$ cat src/rtl/eep_pkg.sv
// Package: shared event type and the reset-time image formula.
// Assumes storage widths never exceed 32 bits.
package eep_pkg;

    parameter int unsigned IMG_MUL = 29;
    parameter int unsigned IMG_ADD = 90;

    // Bus event decoded from one sample pair
    typedef enum logic [1:0] {
        BUS_NONE  = 2'd0,
        BUS_START = 2'd1,
        BUS_STOP  = 2'd2,
        BUS_RISE  = 2'd3
    } bus_ev_e;

    // Initial contents of storage byte a (caller truncates to its width)
    function automatic int unsigned image_byte(input int unsigned a);
        return a * IMG_MUL + IMG_ADD;
    endfunction

endpackage

$ cat src/rtl/eep_bus_sampler.sv
// Bus sampler: holds the previous SCL/SDA sample and classifies each new
// sample as start, stop, rising edge or nothing.
// Assumes the bus is idle (both lines high) out of reset.
module eep_bus_sampler
    import eep_pkg::*;
(
    input  logic    clk,
    input  logic    rst_n,
    input  logic    upd,
    input  logic    scl_in,
    input  logic    sda_in,
    output bus_ev_e ev,
    output logic    sda_same
);

    logic scl_q;
    logic sda_q;

    // Keep the last sample so that edges and conditions can be seen
    always_ff @(posedge clk) begin
        if (!rst_n) begin
            scl_q <= 1'b1;
            sda_q <= 1'b1;
        end else if (upd) begin
            scl_q <= scl_in;
            sda_q <= sda_in;
        end
    end

    // Classify the new sample against the held one
    always_comb begin
        sda_same = (sda_in == sda_q);
        if (scl_q && scl_in && !sda_same) begin
            ev = sda_in ? BUS_STOP : BUS_START;
        end else if (!scl_q && scl_in) begin
            ev = BUS_RISE;
        end else begin
            ev = BUS_NONE;
        end
    end

endmodule

$ cat src/rtl/eep_store.sv
// Storage: DEPTH bytes loaded from the computed image on reset, with an
// asynchronous read port. The bus never writes this array.
module eep_store
    import eep_pkg::*;
#(
    parameter int unsigned ADDR_W = 8,
    parameter int unsigned DATA_W = 8
) (
    input  logic              clk,
    input  logic              rst_n,
    input  logic [ADDR_W-1:0] rd_addr,
    output logic [DATA_W-1:0] rd_data
);

    localparam int unsigned DEPTH = 1 << ADDR_W;

    logic [DATA_W-1:0] cells [DEPTH];

    // Load the image into every cell while reset is held
    always_ff @(posedge clk) begin
        if (!rst_n) begin
            for (int unsigned i = 0; i < DEPTH; i++) begin
                cells[i] <= DATA_W'(image_byte(i));
            end
        end
    end

    // Combinational read of the selected cell
    assign rd_data = cells[rd_addr];

endmodule

$ cat src/rtl/eep_phase_seq.sv
// Phase sequencer: tick counter, control/address/data registers and the
// target's data drive. Tick 1..DATA_W collects the control byte, and
// DATA_W+1..2*DATA_W carries the address or read byte.
// Assumes ADDR_W <= DATA_W and events qualified by upd.
module eep_phase_seq
    import eep_pkg::*;
#(
    parameter int unsigned ADDR_W = 8,
    parameter int unsigned DATA_W = 8
) (
    input  logic              clk,
    input  logic              rst_n,
    input  logic              upd,
    input  bus_ev_e           ev,
    input  logic              sda_same,
    input  logic              sda_bit,
    input  logic [DATA_W-1:0] rd_data,
    output logic [ADDR_W-1:0] rd_addr,
    output logic              sda_out,
    output logic              proto_err
);

    localparam int unsigned TICK_LAST = 2 * DATA_W;
    localparam int unsigned TICK_W    = $clog2(TICK_LAST + 2);
    localparam logic [TICK_W-1:0] T_FIRST = TICK_W'(1);
    localparam logic [TICK_W-1:0] T_CTL   = TICK_W'(DATA_W);
    localparam logic [TICK_W-1:0] T_BYTE0 = TICK_W'(DATA_W + 1);
    localparam logic [TICK_W-1:0] T_END   = TICK_W'(TICK_LAST);

    logic [TICK_W-1:0] tick;
    logic              ack_pend;
    logic [DATA_W-1:0] ctrl;
    logic [ADDR_W-1:0] addr;
    logic [DATA_W-1:0] dreg;
    logic              drv;
    logic              err;

    logic              idle;
    logic              is_read;
    logic              in_ctl;
    logic              last_ctl;
    logic              last_byte;
    logic [ADDR_W-1:0] addr_shift;
    logic [ADDR_W-1:0] addr_inc;

    // Phase decode from the tick counter
    always_comb begin
        idle       = (tick == '0) && !ack_pend;
        is_read    = ctrl[0];
        in_ctl     = (tick != '0) && (tick <= T_CTL);
        last_ctl   = (tick == T_CTL);
        last_byte  = (tick == T_END);
        addr_shift = {addr[ADDR_W-2:0], sda_bit};
        addr_inc   = addr + ADDR_W'(1);
        rd_addr    = is_read ? addr_inc : addr_shift;
    end

    // Advance the transaction on each qualified bus event
    always_ff @(posedge clk) begin
        if (!rst_n) begin
            tick     <= '0;
            ack_pend <= 1'b0;
            ctrl     <= '0;
            addr     <= '0;
            dreg     <= '0;
            drv      <= 1'b1;
            err      <= 1'b0;
        end else begin
            err <= 1'b0;
            if (upd) begin
                case (ev)
                    BUS_START: begin
                        tick     <= T_FIRST;
                        ctrl     <= '0;
                        ack_pend <= 1'b0;
                        drv      <= 1'b1;
                    end
                    BUS_STOP: begin
                        tick     <= '0;
                        ack_pend <= 1'b0;
                        drv      <= 1'b1;
                    end
                    BUS_RISE: begin
                        if (!idle) begin
                            if (ack_pend) begin
                                ack_pend <= 1'b0;
                                drv      <= 1'b1;
                            end else if (!sda_same) begin
                                err <= 1'b1;
                            end else if (in_ctl) begin
                                ctrl <= {ctrl[DATA_W-2:0], sda_bit};
                                tick <= tick + TICK_W'(1);
                                if (last_ctl) begin
                                    ack_pend <= 1'b1;
                                    drv      <= 1'b0;
                                end
                            end else begin
                                if (is_read) begin
                                    drv  <= dreg[DATA_W-1];
                                    dreg <= {dreg[DATA_W-2:0], 1'b0};
                                end else begin
                                    addr <= addr_shift;
                                end
                                if (last_byte) begin
                                    ack_pend <= 1'b1;
                                    dreg     <= rd_data;
                                    if (is_read) begin
                                        addr <= addr_inc;
                                        tick <= T_BYTE0;
                                    end else begin
                                        drv  <= 1'b0;
                                        tick <= '0;
                                    end
                                end else begin
                                    tick <= tick + TICK_W'(1);
                                end
                            end
                        end
                    end
                    default: ;
                endcase
            end
        end
    end

    assign sda_out   = drv;
    assign proto_err = err;

    // Tick never passes the last bit of the second byte
    assert_tick_bound_R4: assert property (@(posedge clk) disable iff (!rst_n)
        tick <= T_END);

    // Idle target keeps the line released
    assert_idle_release_R3: assert property (@(posedge clk) disable iff (!rst_n)
        idle |-> sda_out);

    // A start always restarts the count at the first control bit
    assert_start_tick_R2: assert property (@(posedge clk) disable iff (!rst_n)
        (upd && ev == BUS_START) |=> (tick == T_FIRST) && !ack_pend);

    // A stop always releases the line and idles
    assert_stop_release_R2: assert property (@(posedge clk) disable iff (!rst_n)
        (upd && ev == BUS_STOP) |=> sda_out && idle);

    // Address moves only on a bus update
    assert_addr_hold_R5: assert property (@(posedge clk) disable iff (!rst_n)
        !upd |=> $stable(addr));

    // An error flag only follows a rising-edge update
    assert_err_cause_R9: assert property (@(posedge clk) disable iff (!rst_n)
        proto_err |-> ($past(upd) && $past(ev) == BUS_RISE));

endmodule

$ cat src/rtl/i2c_bit_eeprom.sv
// Top: bit-sampled serial EEPROM target. The host presents SCL/SDA levels
// with a strobe; the target answers on sda_out (1 = released).
// Assumes one sample per strobe and a synchronous active-low reset.
module i2c_bit_eeprom
    import eep_pkg::*;
#(
    parameter int unsigned ADDR_W = 8,
    parameter int unsigned DATA_W = 8
) (
    input  logic clk,
    input  logic rst_n,
    input  logic upd,
    input  logic scl_in,
    input  logic sda_in,
    output logic sda_out,
    output logic proto_err
);

    bus_ev_e           ev;
    logic              sda_same;
    logic [ADDR_W-1:0] rd_addr;
    logic [DATA_W-1:0] rd_data;

    eep_bus_sampler u_smp (
        .clk      (clk),
        .rst_n    (rst_n),
        .upd      (upd),
        .scl_in   (scl_in),
        .sda_in   (sda_in),
        .ev       (ev),
        .sda_same (sda_same)
    );

    eep_store #(
        .ADDR_W (ADDR_W),
        .DATA_W (DATA_W)
    ) u_mem (
        .clk     (clk),
        .rst_n   (rst_n),
        .rd_addr (rd_addr),
        .rd_data (rd_data)
    );

    eep_phase_seq #(
        .ADDR_W (ADDR_W),
        .DATA_W (DATA_W)
    ) u_seq (
        .clk       (clk),
        .rst_n     (rst_n),
        .upd       (upd),
        .ev        (ev),
        .sda_same  (sda_same),
        .sda_bit   (sda_in),
        .rd_data   (rd_data),
        .rd_addr   (rd_addr),
        .sda_out   (sda_out),
        .proto_err (proto_err)
    );

endmodule

$ cat config.mk
export PLATFORM = sky130hd
export DESIGN_NAME = i2c_bit_eeprom
export DESIGN_NICKNAME = d
export VERILOG_FILES = /design/src/rtl/eep_pkg.sv /design/src/rtl/eep_bus_sampler.sv /design/src/rtl/eep_store.sv /design/src/rtl/eep_phase_seq.sv /design/src/rtl/i2c_bit_eeprom.sv
export SDC_FILE = /design/constraint.sdc
export NUM_CORES = 1
export LEC_CHECK = 0
export CAP_MARGIN = 20
export CORE_ASPECT_RATIO = 0.7
export CORE_MARGIN = 2
export CORE_UTILIZATION = 62
export DETAILED_ROUTE_END_ITERATION = 8
export PLACE_DENSITY = 0.8
export RECOVER_POWER = 50
export SYNTH_ARGS = -nofsm -noshare
export SYNTH_HDL_FRONTEND = slang
export SYNTH_SLANG_ARGS = --single-unit
$ cat constraint.sdc
create_clock -name clk -period 2.9 [get_ports clk]
set_input_delay 0.29 -clock clk [delete_from_list [all_inputs] [get_ports clk]]
set_output_delay 0.29 -clock clk [all_outputs]
set_load 0.02 [all_outputs]
==> metrics.md <==
| Metric | Value |
|---|---|
| Status | `completed` |
| Final period util | `0.929` |
| Synth top area cells | `dfxtp_1 (21%), a21oi_1 (6.5%), ha_1 (6.2%)` |
| Hold Crit Endpoint | `u_seq.dreg[4]` |
| Synth area leader | `dfxtp_1` |
| Leakage | `1.06 nW` |
| # H-tree levels | `1` |
| Root Buffer | `clkbuf_8` |
| Sequential-to-total area share from yosys stat | `0.208` |
| Layout cell share with drive strength beyond 1 | `0.115` |
| Main flop type after synthesis | `dfxtp_1` |
| Worst EP required | `approximately 3100 ps` |
| I/O Pins | `7` |
| Yosys cell types | `65` |
| Pwr Density | `about 240 mW/mm²` |
| Count of input and output buffers | `6` |
| Cell Area, Synth | `around 0.0026 mm²` |
| Synth async-reset ratio | `0` |
| Worst Tran Pin Value | `769 ps` |
| Finished Core Util | `0.706` |
| Max-slew violation count | `0` |
| TNS Setup | `0 ps` |
| Mapped Nets | `373` |
| GP Congestion | `about 0.95` |
| DR iter-0 viols | `roughly 270` |
| TritonCTS clock tree | `built` |
| Hold Crit Start | `u_seq.dreg[4]` |
| Cells after DPL | `412` |
| Ys Warns | `0` |
| All-Layer GR Usage | `0.306` |
| Yosys reg bits | `27` |
| Crit-path cells | `ha_1, xnor2_1, a21o_1, buf_4, a21oi_1, o21ai_0, a211oi_1, or3_1, o22ai_2` |
| DIE HEIGHT | `around 58 µm` |
| Via-per-instance ratio | `about 6.6` |
| Vias | `2756` |
| Worst reg2reg setup slack | `210 ps` |
| Max Clock Skew | `between 5 and 6 ps` |
| First-pass GRT wire length | `around 11000 µm` |
| RSZ-0062 raised after global routing | `false` |
| FP Rows | `19` |
| Count leader, synth | `nor2_1` |
| Post-Syn Area per Cell | `7.33 µm²` |
| Post-CTS Hold Buffers | `0` |
| Drt total wl | `about 6900 µm` |
| Initial antenna violation count | `0` |
| Final hold violation count | `0` |
| Syn Inst Count | `355` |
| Clk sinks | `27` |
| Vias in the first global route | `2427` |
| Setup crit start kind | `register` |
| Fmax | `about 370 MHz` |
| Number of remaining DRC errors | `0` |
| Worst hold stages | `2` |
| Final setup margin | `206 ps` |
| Cts bufs inserted | `3` |
| Cell Count, Final, Fillers Out | `between 400 and 500` |
| Number of diodes | `0` |
| Max incr delay on CP | `roughly 560 ps` |
| Setup WS pre-CTS | `approximately 80 ps` |
| Clk pin slew, worst setup/hold paths | `100 ps` |
| Setup Viol. Count Final | `0` |
| Starting Density | `0.656` |
| Clk buf depth | `2` |
| Worst Path Class, Setup | `reg2reg` |
| Worst Setup End Kind | `register` |
| Min cycle time layout | `2690 ps` |
| First-pass DRT Iterations | `5` |
| Top cell type's share of synthesized area | `0.208` |
| WL/cell | `between 15 and 20 µm` |
| Global route overflow | `0` |
| R2R depth | `9` |
| Slowest CP cell | `a21o_1` |
| Worst VDD drop | `between 300 and 400 µV` |
| Post-CTS Setup Repair Bufs | `0` |
| HPWL after detailed placement | `a little under 5000 µm` |
| Final ANT Viol Nets | `0` |
| Cell family with most CP delay | `compound AO/OA/AOI/OAI gates` |
| DIE WIDTH | `approximately 81 µm` |
| CP Buf/Inv Count | `1` |
| Cts repair resizes | `0` |
| Worst slew margin | `0.487` |
| CP max FO | `18` |
| Final nets | `approximately 380` |
| Max_cap viols | `0` |
| Hold slack | `between 400 and 500 ps` |
| Syn-to-layout area delta | `7.64%` |
| Arrival time at the worst endpoint | `just under 3000 ps` |
| Core ar. | `just under 0.004 mm²` |
| Largest net degree at the start of global routing | `29` |
| Worst-Skew Late Latency | `approximately 280 ps` |
| Synth cell count leaders | `nor2_1 (36), a21oi_1 (34), nand2_1 (32)` |
| Reg-to-reg endpoint | `u_seq.dreg[6]` |
| Type of the tightest min-delay check | `reg2reg` |
| Die Area | `approximately 0.0047 mm²` |
| EDFF count, synth | `0` |
[sequential cells by signal (all words and copies together) (netlist names), named ones only]
| signal | flops |
|---|---|
| u_seq.ctrl | 1 |
| u_smp.scl_q | 1 |
| u_seq.sda_out | 1 |
| u_smp.sda_q | 1 |
| u_seq.tick | 5 |
| u_seq.proto_err | 1 |
| u_seq.ack_pend | 1 |
| u_seq.addr | 7 |
| u_seq.dreg | 8 |
[per-stage QoR]
stage	cell area, µm²	power (W)
after floorplan	2600	0.000437
after global placement	2760	0.000463
after detailed placement	2760	0.000464
after CTS	2810	0.000677
after global routing	2800	0.000706
final	2800	0.000679
[placed cells by master (no fill, tap or decap), types with 3 or more instances in the layout]
| cell type | count |
|---|---|
| nor2_1 | 36 |
| a22oi_1 | 3 |
| a21oi_1 | 34 |
| a21o_1 | 4 |
| clkbuf_8 | 3 |
| a31oi_1 | 8 |
| mux2i_1 | 11 |
| a2bb2oi_1 | 3 |
| a21oi_2 | 4 |
| o21ai_0 | 25 |
| o211ai_1 | 6 |
| and2_1 | 4 |
| a21boi_0 | 3 |
| nor2b_1 | 7 |
| inv_1 | 14 |
| nand2b_1 | 6 |
| a311oi_1 | 3 |
| buf_4 | 21 |
| xnor2_1 | 3 |
| nor3_1 | 7 |
| nand2_1 | 32 |
| a211oi_1 | 7 |
| ha_1 | 13 |
| o21ai_1 | 8 |
| dlygate4sd3_1 | 3 |
| dfxtp_1 | 27 |
| clkdlybuf4s50_1 | 3 |
| nand3_1 | 17 |
[kinds of logic after synthesis]
family / count (synthesis) / synth area share
compound gates: 135 / 0.354
xor+xnor: 5 / 0.0168
fa+ha+maj: 13 / 0.0625
buf+inv: 40 / 0.0822
flops: 27 / 0.208
mux: 11 / 0.0423
simple gates: 124 / 0.235
[metal layers]
metal,global-route usage,part of all wire,vias up
li1,-,-,1320
met1,0.457,0.48,1278
met2,0.451,0.42,148
met3,0.0701,0.095,10
met4,0.0581,0.0058,0
met5,0,0,-
[cell type report]
| type | instances | area (µm²) |
|---|---|---|
| Tap cell | 52 | 65.1 |
| Inverter | 16 | 60.1 |
| Multi-Input combinational cell | 288 | 1850 |
| Fill cell | 340 | 1170 |
| Sequential cell | 27 | 541 |
| Timing Repair Buffer | 29 | 241 |
| Clock buffer | 3 | 41.3 |
| Clock inverter | 1 | 5.00 |
[worst min-delay path: cells and delay by family (launching register included)]
| kind | cells | cell delay, ps |
|---|---|---|
| AOI/OAI and AO/OA | 1 | 60 |
| DFF | 1 | 330 |
| and+or+nand+nor | 1 | 60 |
[how the worst max path moves through the flow]
stage                                to  slack [ps]  cells after the start
after floorplan           u_seq.dreg[7]         430                     11
after global placement    u_seq.dreg[7]         190                     11
after detailed placement  u_seq.addr[4]          80                     11
after CTS                 u_seq.dreg[6]         230                      9
after global routing      u_seq.addr[4]           8                     11
final                     u_seq.dreg[6]         210                      9
[report_power, final]
part           leakage [nW]  total [W]  switching (W)  internal [W]
registers             0.218   0.000377     0.00000310      0.000373
logic                 0.817  0.0000814      0.0000503     0.0000311
clock network        0.0255   0.000221       0.000125     0.0000966
Power figures use the tool's default switching activity.
